<file path="src/rtl/rfm_pkg.sv">
package rfm_pkg;

    localparam int OP_W   = 8;
    localparam int SUB_W  = OP_W / 2;
    localparam int PROD_W = 2 * OP_W;
    localparam int POS_W  = $clog2(PROD_W);
    localparam int CW_W   = 4;
    localparam int ROWS_PER_HALF = SUB_W / 2;

    typedef enum logic [1:0] {
        OP_WIDE_FW  = 2'b00,
        OP_DUAL_FW  = 2'b01,
        OP_HALF_EX  = 2'b10,
        OP_DOT_FW   = 2'b11
    } op_e;

    typedef struct packed {
        logic neg;
        logic one;
        logic two;
    } booth_t;

    typedef struct packed {
        logic [PROD_W-1:0] kept;
        logic [1:0]        pairs;
        logic              km;
    } half_t;

    // control word: bit0 wide, bit1 split rows, bit2 exact half, bit3 summed output
    function automatic logic [CW_W-1:0] decode_op(op_e op);
        logic [CW_W-1:0] cw;
        case (op)
            OP_WIDE_FW: cw = 4'b0001;
            OP_DUAL_FW: cw = 4'b0010;
            OP_HALF_EX: cw = 4'b0100;
            default:    cw = 4'b1010;
        endcase
        return cw;
    endfunction

    function automatic booth_t booth_recode(logic [2:0] trip);
        booth_t b;
        b.one = trip[0] ^ trip[1];
        b.two = (trip[2] & ~trip[1] & ~trip[0]) | (~trip[2] & trip[1] & trip[0]);
        b.neg = trip[2] & ~(trip[1] & trip[0]);
        return b;
    endfunction

    function automatic logic [OP_W-1:0] sext_sub(logic [SUB_W-1:0] n);
        return {{(OP_W-SUB_W){n[SUB_W-1]}}, n};
    endfunction

    function automatic logic [PROD_W-1:0] sext_nib_wide(logic [SUB_W-1:0] n);
        return {{(PROD_W-SUB_W){n[SUB_W-1]}}, n};
    endfunction

endpackage

</file>
<file path="src/rtl/rfm_booth_row.sv">
module rfm_booth_row
    import rfm_pkg::*;
#(
    parameter int MW = OP_W,
    parameter int PW = PROD_W,
    parameter int SW = POS_W
) (
    input  booth_t          bt,
    input  logic [MW-1:0]   mcand,
    input  logic [SW-1:0]   shift,
    input  logic [SW-1:0]   cut,
    output logic [PW-1:0]   kept,
    output logic [1:0]      edge_cnt
);
    logic [MW:0]    sel;
    logic [MW:0]    pp;
    logic [PW-1:0]  term;
    logic [PW-1:0]  negw;
    logic [PW-1:0]  mask;
    logic [SW-1:0]  ecol;

    always_comb begin
        if (bt.one)      sel = {mcand[MW-1], mcand};
        else if (bt.two) sel = {mcand, 1'b0};
        else             sel = '0;
        pp   = bt.neg ? ~sel : sel;
        term = {{(PW-MW-1){pp[MW]}}, pp} << shift;
        negw = PW'(bt.neg) << shift;
        mask = ~((PW'(1) << cut) - PW'(1));
        kept = (term & mask) + (negw & mask);
        ecol = cut - SW'(1);
        if (cut != '0)
            edge_cnt = {1'b0, term[ecol]} + {1'b0, negw[ecol]};
        else
            edge_cnt = 2'd0;
    end

endmodule

</file>
<file path="src/rtl/rfm_half.sv">
module rfm_half
    import rfm_pkg::*;
#(
    parameter int MW   = OP_W,
    parameter int PW   = PROD_W,
    parameter int SW   = POS_W,
    parameter int ROWS = ROWS_PER_HALF
) (
    input  logic [MW-1:0]          mcand,
    input  logic [ROWS-1:0][2:0]   trips,
    input  logic [SW-1:0]          base,
    input  logic [SW-1:0]          cut,
    output half_t                  res
);
    localparam int CNT_W = $clog2(2 * ROWS + 1);

    logic [ROWS-1:0][PW-1:0] row_kept;
    logic [ROWS-1:0][1:0]    row_edge;

    for (genvar r = 0; r < ROWS; r++) begin : g_row
        booth_t         bt;
        logic [SW-1:0]  sh;
        assign bt = booth_recode(trips[r]);
        assign sh = base + SW'(2 * r);
        rfm_booth_row #(.MW(MW), .PW(PW), .SW(SW)) u_row (
            .bt       (bt),
            .mcand    (mcand),
            .shift    (sh),
            .cut      (cut),
            .kept     (row_kept[r]),
            .edge_cnt (row_edge[r])
        );
    end

    logic [PW-1:0]    sum;
    logic [CNT_W-1:0] cnt;

    always_comb begin
        sum = '0;
        cnt = '0;
        for (int r = 0; r < ROWS; r++) begin
            sum = sum + row_kept[r];
            cnt = cnt + CNT_W'(row_edge[r]);
        end
        res.kept  = sum;
        res.pairs = 2'(cnt >> 1);
        res.km    = cnt[0];
    end

endmodule

</file>
<file path="src/rtl/rfm_calib.sv">
module rfm_calib
    import rfm_pkg::*;
(
    input  logic [CW_W-1:0] cw,
    input  logic            km_lo,
    input  logic            km_hi,
    output logic            fix_lo,
    output logic            fix_hi
);
    always_comb begin
        if (cw[0]) begin
            fix_lo = km_lo & km_hi;
            fix_hi = 1'b0;
        end else if (cw[1]) begin
            fix_lo = km_lo;
            fix_hi = km_hi;
        end else begin
            fix_lo = 1'b0;
            fix_hi = 1'b0;
        end
    end
endmodule

</file>
<file path="src/rtl/rfm_final.sv">
module rfm_final
    import rfm_pkg::*;
#(
    parameter int PW = PROD_W,
    parameter int OW = OP_W,
    parameter int HW = SUB_W
) (
    input  logic [CW_W-1:0] cw,
    input  logic [PW-1:0]   va,
    input  logic [PW-1:0]   vb,
    output logic [OW-1:0]   result
);
    logic [PW-1:0] add_a;
    logic [PW-1:0] add_b;
    logic [PW-1:0] sum;

    always_comb begin
        if (cw[3]) begin
            add_a = sext_nib_wide(va[OW-1:HW]);
            add_b = sext_nib_wide(vb[OW-1:HW]);
        end else begin
            add_a = va;
            add_b = cw[1] ? '0 : vb;
        end
        sum = add_a + add_b;
        case ({cw[1], cw[3]})
            2'b00:   result = cw[2] ? sum[OW-1:0] : sum[PW-1:OW];
            2'b10:   result = {vb[OW-1:HW], sum[OW-1:HW]};
            2'b11:   result = sum[OW-1:0];
            default: result = '0;
        endcase
    end
endmodule

</file>
<file path="src/rtl/rfm_booth_engine.sv">
module rfm_booth_engine
    import rfm_pkg::*;
(
    input  logic [OP_W-1:0] x_in,
    input  logic [OP_W-1:0] y_in,
    input  logic [1:0]      op_in,
    output logic [OP_W-1:0] result
);
    localparam int WIDE_CUT = OP_W - 1;
    localparam int SUB_CUT  = SUB_W - 1;
    localparam int UNIT_W   = 4;

    logic [CW_W-1:0] cw;
    logic            wide, split, exact;

    assign cw    = decode_op(op_e'(op_in));
    assign wide  = cw[0];
    assign split = cw[1];
    assign exact = cw[2];

    // lower half: rows from y_in[3:0]
    logic [SUB_W-1:0]              y_lo;
    logic [OP_W-1:0]               mc_lo, mc_hi;
    logic [ROWS_PER_HALF-1:0][2:0] tr_lo, tr_hi;
    logic [POS_W-1:0]              base_hi, cut_lo, cut_hi;
    half_t                         h_lo, h_hi;

    always_comb begin
        y_lo     = exact ? '0 : y_in[SUB_W-1:0];
        mc_lo    = wide ? x_in : sext_sub(x_in[OP_W-1:SUB_W]);
        tr_lo[0] = {y_lo[1], y_lo[0], 1'b0};
        tr_lo[1] = y_lo[3:1];
        cut_lo   = wide ? POS_W'(WIDE_CUT) : POS_W'(SUB_CUT);

        if (wide)       mc_hi = x_in;
        else if (exact) mc_hi = sext_sub(x_in[OP_W-1:SUB_W]);
        else            mc_hi = sext_sub(x_in[SUB_W-1:0]);
        tr_hi[0] = {y_in[5], y_in[4], wide ? y_in[3] : 1'b0};
        tr_hi[1] = y_in[7:5];
        base_hi  = wide ? POS_W'(SUB_W) : '0;
        if (wide)       cut_hi = POS_W'(WIDE_CUT);
        else if (exact) cut_hi = '0;
        else            cut_hi = POS_W'(SUB_CUT);
    end

    rfm_half u_half_lo (
        .mcand (mc_lo),
        .trips (tr_lo),
        .base  ('0),
        .cut   (cut_lo),
        .res   (h_lo)
    );

    rfm_half u_half_hi (
        .mcand (mc_hi),
        .trips (tr_hi),
        .base  (base_hi),
        .cut   (cut_hi),
        .res   (h_hi)
    );

    logic km_lo, km_hi, scc1, scc2;
    assign km_lo = h_lo.km;
    assign km_hi = h_hi.km;

    rfm_calib u_calib (
        .cw     (cw),
        .km_lo  (km_lo),
        .km_hi  (km_hi),
        .fix_lo (scc1),
        .fix_hi (scc2)
    );

    logic [UNIT_W-1:0] units_w, units_lo, units_hi;
    logic [PROD_W-1:0] va, vb;

    always_comb begin
        units_w  = UNIT_W'(h_lo.pairs) + UNIT_W'(h_hi.pairs)
                 + UNIT_W'(scc1) + UNIT_W'(scc2) + UNIT_W'(1);
        units_lo = UNIT_W'(h_lo.pairs) + UNIT_W'(scc1) + UNIT_W'(1);
        units_hi = UNIT_W'(h_hi.pairs) + UNIT_W'(scc2) + UNIT_W'(1);
        if (wide) begin
            va = h_lo.kept + (PROD_W'(units_w) << WIDE_CUT);
            vb = h_hi.kept;
        end else if (split) begin
            va = h_lo.kept + (PROD_W'(units_lo) << SUB_CUT);
            vb = h_hi.kept + (PROD_W'(units_hi) << SUB_CUT);
        end else begin
            va = h_lo.kept;
            vb = h_hi.kept;
        end
    end

    rfm_final u_final (
        .cw     (cw),
        .va     (va),
        .vb     (vb),
        .result (result)
    );

endmodule

</file>
<file path="config.mk">
export PLATFORM = sky130hd
export DESIGN_NAME = rfm_booth_engine
export DESIGN_NICKNAME = d
export VERILOG_FILES = /design/src/rtl/rfm_pkg.sv /design/src/rtl/rfm_booth_row.sv /design/src/rtl/rfm_half.sv /design/src/rtl/rfm_calib.sv /design/src/rtl/rfm_final.sv /design/src/rtl/rfm_booth_engine.sv
export SDC_FILE = /design/constraint.sdc
export NUM_CORES = 1
export LEC_CHECK = 0
export BUFFER_PORTS_ARGS = -buffer_cell sky130_fd_sc_hd__buf_2
export CORE_MARGIN = 2
export CORE_UTILIZATION = 34
export DETAILED_ROUTE_END_ITERATION = 12
export RECOVER_POWER = 25
export SLEW_MARGIN = 30
export SYNTH_ARGS = -nofsm -noshare
export SYNTH_HDL_FRONTEND = slang
export SYNTH_HIERARCHICAL = 1
export SYNTH_SLANG_ARGS = --single-unit
</file>
<file path="constraint.sdc">
create_clock -name vclk -period 24.7
set_input_delay 1.235 -clock vclk [all_inputs]
set_output_delay 1.235 -clock vclk [all_outputs]
set_load 0.01 [all_outputs]
</file>
== Yosys cells after proc, flatten, opt, wreduce, memory -nomap -nowiden ==
Cells that the tools add are included.

* $add $sub $neg: 29
* Magnitude comparators: 2
* Equal/unequal tests: 4
* Shift operators: 6
* Multiplexer cells: 55
* Bitwise logic cells: 52
* Reductions and logical operators: 4

{| class="wikitable"
|+ Operator list
! operator !! number
|-
| 16-bit adder || 7
|-
| 16-bit 2-to-1 mux || 7
|-
| 9-bit 2-to-1 mux || 12
|-
| 16-bit bitwise AND || 6
|-
| 9-bit NOT || 4
|-
| 16-bit by 7-bit adder with 16-bit output || 2
|-
| 1-bit binary-select mux with 4-bit select || 8
|-
| 16-bit NOT || 2
|-
| 1-bit by 3-bit left shift with 16-bit output, first input constant || 2
|-
| 16-bit by 2-bit subtractor with 16-bit output, second input constant || 2
|-
| 8-bit 2-to-1 mux || 3
|-
| 8-bit case mux with 3 select lines || 1
|-
| 1-bit bitwise AND || 20
|-
| 16-bit by 11-bit adder with 16-bit output || 1
|-
| 1-bit by 16-bit bitwise AND with 16-bit output || 1
|-
| 3-bit by 16-bit bitwise AND with 16-bit output || 1
|-
| 1-bit by 3-bit left shift with 16-bit output || 1
|-
| 1-bit by 4-bit left shift with 16-bit output || 1
|-
| 16-bit by 3-bit left shift with 16-bit output || 1
|-
| 16-bit by 4-bit left shift with 16-bit output || 1
|-
| 1-bit 2-to-1 mux || 13
|-
| 1-bit NOT || 12
|-
| 4-bit case mux with 3 select lines || 1
|-
| 4-bit by 5-bit < comparator with 1-bit output, second input constant || 2
|-
| 19 further kinds || 41
|}

* Flip-flop bits (word level): 0
* Bits of input ports: 18
* Output and inout port bits: 8

== Depth between registers and ports, before layout ==
Gate-level depths: netlist of the first run.

* Word-level depth: 28
* Mapped depth: 44
* Depth with buffers taken out: 40

== By module ==
Netlist of the first run, hierarchy kept.

{| class="wikitable"
|+ By module, submodules not included
! module !! instances !! cells each !! area an instance (µm²) !! sequential area each (µm²)
|-
| rfm_booth_row (u_half_hi.g_row[1].u_row ...) || 2 || 381 || 2,497.4 || 0.0
|-
| rfm_booth_row (u_half_hi.g_row[0].u_row) || 1 || 386 || 2,610.0 || 0.0
|-
| rfm_booth_row (u_half_lo.g_row[1].u_row) || 1 || 383 || 2,519.9 || 0.0
|-
| rfm_half || 2 || 124 || 973.4 || 0.0
|-
| rfm_booth_engine || 1 || 166 || 1,280.0 || 0.0
|-
| rfm_final || 1 || 178 || 1,201.2 || 0.0
|-
| rfm_calib || 1 || 4 || 23.8 || 0.0
|}

== Worst setup path before layout of the first run ==
No wires, ideal clock.

* Kind: input-to-output
* Start: input op_in[0]
* End: output result[7]
* Arrival: 8,715 ps
* Setup slack: 14,750 ps
* Cell stages on the path: 35
* Cell sequence: buf_6 -> mux2_2 -> nand2b_1 -> o21a_1 -> and3_1 -> a211o_1 -> mux4_2 -> nor2_2 -> a21oi_1 -> mux4_2 -> or3_1 -> a311oi_2 -> ha_1 -> and2_1 -> ha_1 -> fa_1 -> inv_1 -> ha_1 -> inv_1 -> ha_1 -> fa_1 -> a21oi_1 -> nor2_1 -> xor2_1 -> and2_1 -> clkbuf_1 -> a21o_1 -> ha_1 -> a21o_1 -> nand2b_1 -> a211oi_1 -> o31a_1 -> o21ai_2 -> xnor2_1 -> o21ai_1

{| class="wikitable"
|+ RTL lines
! element !! RTL line !! RTL
|-
| start: declaration || rfm_booth_engine.sv:6 || <nowiki>input logic [1:0] op_in,</nowiki>
|-
| end: declaration || rfm_booth_engine.sv:7 || <nowiki>output logic [OP_W-1:0] result</nowiki>
|}

==> results.md, run 1 <==
- Overall die area: 0.04454 mm^2
- Mean Syn Cell Area: approximately 6.9 um^2
- Number of iterations in the first detailed-routing pass: 5
- Measured slew at the worst slew-check pin: 1.987 ns
- Vertical die dimension: 211.1 um
- Gr usage total: 0.1942
- Nets@finish: 2295
- Count of unresolved DRC violations after routing: 0
- Initial core utilization: 0.3460
- Fraction of the cycle the final worst path needs: 0.5440
- Cells after synthesis: 2127
- Critical path capture point type: output pin
- Pwr Total: approximately 0.52 mW
- Buf+Inv Stages, Crit Path: 6
- Min cycle time layout: 13.44 ns
- Most common library cell in the layout ignoring fill and taps: nand2_1
- Vias per Instance: ~6
- Endpoint required time on the critical path: 23.47 ns
- Sum of negative setup slack: 0 ns
- Total power density per cell area: about 35 mW/mm^2
- Row cnt: 75
- Post-DP HPWL: roughly 36 mm
- Highest fanout seen on the critical path: 40
- Standard cell with the maximum stage delay on the critical path: clkbuf_1
- Fill cell count: 4523
- Leakage power: 6.686 nW
- CTS resizes: 0
- Cell type with the highest occurrence count on the critical path: ha_1
- Setup Fix Bufs, Post-CTS: 0
- Gp weighted congestion: around 0.95
- Kind of start point of the critical path: input pin
- Type of the worst setup path: input pin to output pin
- Largest delay contributor family on the critical path: adder cells
- Sequential fraction of the synthesis area: 0
- Outcome: finished, violations left
- Max stage delay on crit path: 1.42 ns
- Critical path arrival: 12.20 ns
- Total congestion overflow: 0
- Overall die width: 211.1 um
- Hold violation count in the final report: 0
- Number of antenna violations at the first check in global routing: 0
- Max Clk Rate: 0.07442 GHz
- Clock buffer count in the final layout: 0
- DRC violation total after the first TritonRoute iteration: 1356
- Unique cell type count in the Yosys netlist: 104
- Startpoint of the most critical setup path: op_in[0]
- Max_cap viols: 2
- Number of sequential storage elements: 0
- Failing checks: max-capacitance violations, max-slew violations
- Hold-fix buffer count after cts: 0
- Global-route wire length before repair: 73.68 mm
- Vias after detailed routing: 15620
- Slew Limit Headroom: -0.3250
- Hold Path Class: input pin to output pin
- Peak VDD IR: 0.00002058 V
- Final setup violation count: 0
- Synthesized area: 0.01458 mm^2
- Hold path startpoint: op_in[1]
- Top-Level Pins: 26
- Largest net degree at the start of global routing: 61
- Warnings, synthesis: 6
- Top library cells by usage in the layout, fill and taps aside: nand2_1, nor2_1, ha_1
- Total length of routed wires: ~45 mm
- Number of global-route vias before repair: 14350
- Setup repair after global routing missed its margin: no
- Share of final-layout standard cells stronger than drive strength 1: 0.07034
- Area growth from synthesis to layout: 3.296%
- Number of inserted diodes: 0
- Register cell area after layout: 0 um^2
- Max-slew violation count: 41
- Antenna Nets Post-Route: 0
- Count of port buffers added during placement: 26
- Average wire per cell in the routed design: 16.94 um
- Standard cell core area: 0.04213 mm^2
cell usage after synthesis, types with 9 or more instances:
| library cell | number | area, um^2 |
|---|---|---|
| nor3b_1 | 10 | 75.07 |
| nand3b_1 | 25 | 187.7 |
| buf_2 | 19 | 95.09 |
| xnor2_1 | 113 | 989.7 |
| a22o_1 | 9 | 78.83 |
| and3_1 | 42 | 262.8 |
| o211a_1 | 14 | 140.1 |
| mux2_2 | 27 | 304.0 |
| o21ai_1 | 21 | 105.1 |
| or3_1 | 27 | 168.9 |
| nand4_1 | 21 | 131.4 |
| o31ai_1 | 13 | 97.59 |
| inv_1 | 95 | 356.6 |
| xor2_1 | 53 | 464.2 |
| o21ai_0 | 93 | 465.5 |
| a21oi_1 | 139 | 695.7 |
| o22ai_1 | 10 | 62.56 |
| nand4b_1 | 13 | 113.9 |
| and2_1 | 30 | 187.7 |
| nor2b_1 | 29 | 181.4 |
| fa_1 | 14 | 280.3 |
| nand2_1 | 193 | 724.4 |
| a31oi_1 | 15 | 93.84 |
| nor2_1 | 190 | 713.2 |
| nand3_1 | 68 | 340.3 |
| a211o_1 | 30 | 262.8 |
| nor3_1 | 119 | 595.6 |
| o21a_1 | 16 | 120.1 |
| o211ai_1 | 23 | 172.7 |
| or2_2 | 9 | 56.30 |
| o21bai_1 | 15 | 112.6 |
| clkbuf_1 | 73 | 274.0 |
| mux4_2 | 13 | 292.8 |
| a2111oi_0 | 10 | 87.58 |
| ha_1 | 157 | 1964 |
| and3b_1 | 9 | 78.83 |
| nor4_1 | 12 | 75.07 |
| a21o_1 | 53 | 397.9 |
| buf_6 | 15 | 168.9 |
| and4b_1 | 13 | 130.1 |
| a211oi_1 | 32 | 240.2 |
| buf_4 | 9 | 67.56 |
| a22oi_1 | 18 | 135.1 |
| mux2i_1 | 33 | 330.3 |
| nand2b_1 | 22 | 137.6 |
cell type report:
class,instances,area [um^2],share of cell area
multi-input combinational,1961,13770,0.9147
timing repair buffer,38,215.2,0.01429
inverter,105,395.4,0.02626
tap,539,674.4,0.04479
worst min-delay path: stages:
cell and delay [ns]:
buf_2 0.17, and2_1 0.18, nor2_2 0.14, nand3_1 0.14, o211ai_1 0.09, buf_2 0.14
per-stage QoR:
stage	cell area (um^2)	instances	worst slack, ns	utilization	hold slack, ns
floorplan	14820	2192	14.75	-	3.004
global placement	15060	2643	13.18	0.3574	3.129
detailed placement	15060	2643	13.01	0.3574	3.155
CTS	15060	2643	12.98	0.3574	3.154
global route	15060	2643	10.27	0.3574	3.416
finish	15060	2643	11.26	0.3574	3.343
kinds of logic after synthesis:
kind of cell,after synthesis,synth area share
xor+xnor,167,0.1009
simple gates,857,0.3022
fa+ha+maj,171,0.1540
compound gates,623,0.3042
buf+inv,231,0.07227
other cells,2,0.0005152
mux,76,0.06592
path summary, 6_finish.rpt:
kind,to,slack (ns),depth (start not counted)
worst max-delay path,result[7],11.26,37
worst min-delay path,result[0],3.34,6
where the power goes:
group	total (mW)	internal, mW	switching, mW
Clock	0	0	0
Sequential	0	0	0
Combinational	0.520	0.203	0.317
layer usage:
layer | global-route usage | part of all wire
met4 | 0.01554 | 0.0065
met2 | 0.3139 | 0.44
met3 | 0.005947 | 0.047
met5 | 0 | 0
met1 | 0.2956 | 0.51
Power figures use the tool's default switching activity.
==> run 2: changes to the inputs <==
- clock period: 24.7 -> 14 ns (I/O delays scaled with it)
==> results.md, run 2 (synthesis gave the netlist of run 1 again) <==
- Max stage delay on crit path: 1.09 ns (-0.33 ns)
- Number of iterations in the first detailed-routing pass: 6 (+1)
- Hold Path Sink: result[0]
- Vias after detailed routing: 15680 (+0.38%)
- Hold Path Class: input pin to output pin
- Standard cell with the maximum stage delay on the critical path: clkbuf_1
- Most congested layer reported by global routing: met2
- Share of final-layout standard cells stronger than drive strength 1: 0.07082 (+0.0004753)
- Hold violation count in the final report: 0 (unchanged)
- Placed inst area: 0.01506 mm^2 (unchanged)
- Final setup violation count: 0 (unchanged)
- Hold path startpoint: op_in[1]
- Min-Delay Path Depth: 6 (unchanged)
- Peak VDD IR: 0.00004035 V (+96%)
- Max_cap viols: 1 (-1)
- Highest fanout seen on the critical path: 34 (-15%)
- Register cell area after layout: 0 um^2 (unchanged)
- Nets@finish: 2295 (unchanged)
- GR Layer Usage met2: 0.3083 (-0.005558)
- Measured slew at the worst slew-check pin: 1.549 ns (-0.4384 ns)
- Total length of routed wires: 44.74 mm (-0.10%)
- Top-Level Pins: 26 (unchanged)
- Critical path arrival: 10.54 ns (-1.66 ns)
- DRC violation total after the first TritonRoute iteration: 1330 (-1.9%)
- Cell type with the highest occurrence count on the critical path: ha_1
- Number of sequential storage elements: 0 (unchanged)
- Count of unresolved DRC violations after routing: 0 (unchanged)
- Hold-fix buffer count after cts: 0 (unchanged)
- Largest net degree at the start of global routing: 61 (unchanged)
- Number of antenna violations at the first check in global routing: 0 (unchanged)
- Outcome: finished, violations left
- Overall die area: 0.04454 mm^2 (unchanged)
- Max-slew violation count: 35 (-15%)
- Count of port buffers added during placement: 26 (unchanged)
- Total power density per cell area: 60.83 mW/mm^2 (+76%)
- Vertical die dimension: 211.1 um (unchanged)
- Gp weighted congestion: 0.9515 (about the same)
- Endpoint required time on the critical path: 13.30 ns (-10.17 ns)
- Critical path capture point type: output pin
- Global-route wire length before repair: 73.05 mm (-0.85%)
- Slew Limit Headroom: -0.03265 (+0.2923)
- Kind of start point of the critical path: input pin
- Total congestion overflow: 0 (unchanged)
- CTS resizes: 0 (unchanged)
- Antenna Nets Post-Route: 0 (unchanged)
- Type of the worst setup path: input pin to output pin
- Vias per Instance: 5.934 (+0.38%)
- Most common library cell in the layout ignoring fill and taps: nand2_1
- Min cycle time layout: 11.24 ns
- Average wire per cell in the routed design: 16.93 um (-0.10%)
- Max Clk Rate: 0.08896 GHz
- Overall die width: 211.1 um (unchanged)
- Row cnt: 75 (unchanged)
- Fraction of the cycle the final worst path needs: 0.8030
- Post-DP HPWL: 35.82 mm (-0.50%)
- Top library cells by usage in the layout, fill and taps aside: nand2_1, nor2_1, ha_1
- Initial core utilization: 0.3460 (unchanged)
- Number of global-route vias before repair: 14260 (-0.63%)
- Leakage power: 6.690 nW (about the same)
- Setup Fix Bufs, Post-CTS: 0 (unchanged)
- Number of inserted diodes: 0 (unchanged)
- Sum of negative setup slack: 0 ns (unchanged)
- Gr usage total: 0.1930 (-0.001252)
- GRT met1 Usage: 0.2924 (-0.003243)
- Standard cell core area: 0.04213 mm^2 (unchanged)
- Routing usage on met3: 0.008475 (+0.002528)
- Setup repair after global routing missed its margin: no
- Post-route standard cell area excluding fillers: 0.01506 mm^2 (about the same)
- Failing checks: max-capacitance violations, max-slew violations
- Area growth from synthesis to layout: 3.322% (about the same)
- Clock buffer count in the final layout: 0 (unchanged)
## run 2: cell types whose count changed in the layout (fill, tap and decap cells not counted), sizes merged
cell and change:
buf +1, clkbuf -1
## run 2: power breakdown
part / leakage, nW / internal [mW] / switching (mW) / total, mW
Combinational: 6.69 / 0.358 / 0.558 / 0.916
Sequential: 0 / 0 / 0 / 0
Clock: 0 / 0 / 0 / 0
Total: 6.69 / 0.358 / 0.558 / 0.916
## run 2: layout make-up
class | instances | area [um^2]
inverters | 105 | 395.4
multi-input cells | 1961 | 13770
well taps | 539 | 674.4
repair buffers | 38 | 219.0
fillers | 4493 | 27070
## run 2: per-layer routing
metal,part of all wire,wire length (um),vias up
met5,0,0,-
met4,0.011,499,0
met3,0.058,2607,40
met2,0.44,19480,523
met1,0.50,22150,7340
li1,-,-,7780
## run 2: critical path: cells and delay by family
kind                       cells  cell delay, ns
adders and majority gates      8            3.33
AOI/OAI and AO/OA             12            2.03
and+or+nand+nor                8            1.76
buffers and inverters          6            1.63
xor gates and xnor gates       3            0.84
muxes                          2            0.22
## run 2: worst max path at each step
stage                   from  depth (start not counted)  slack (ns)        end
floorplan           op_in[0]                         35        5.12  result[7]
global placement    op_in[0]                         36        3.56  result[7]
detailed placement  op_in[0]                         37        3.41  result[7]
CTS                 op_in[0]                         37        3.38  result[7]
global route        op_in[0]                         37        1.83  result[7]
finish              op_in[0]                         39        2.76  result[7]
## run 2: through the flow
step	worst slack [ns]	total power [mW]	hold slack [ns]	std cells	utilization
finish	2.758	0.9162	2.279	2643	0.3574
global route	1.830	1.010	2.337	2643	0.3574
CTS	3.382	0.8819	2.084	2643	0.3574
detailed placement	3.411	0.8751	2.085	2643	0.3574
global placement	3.555	0.8675	2.059	2643	0.3574
floorplan	5.120	0.7039	1.934	2192	-
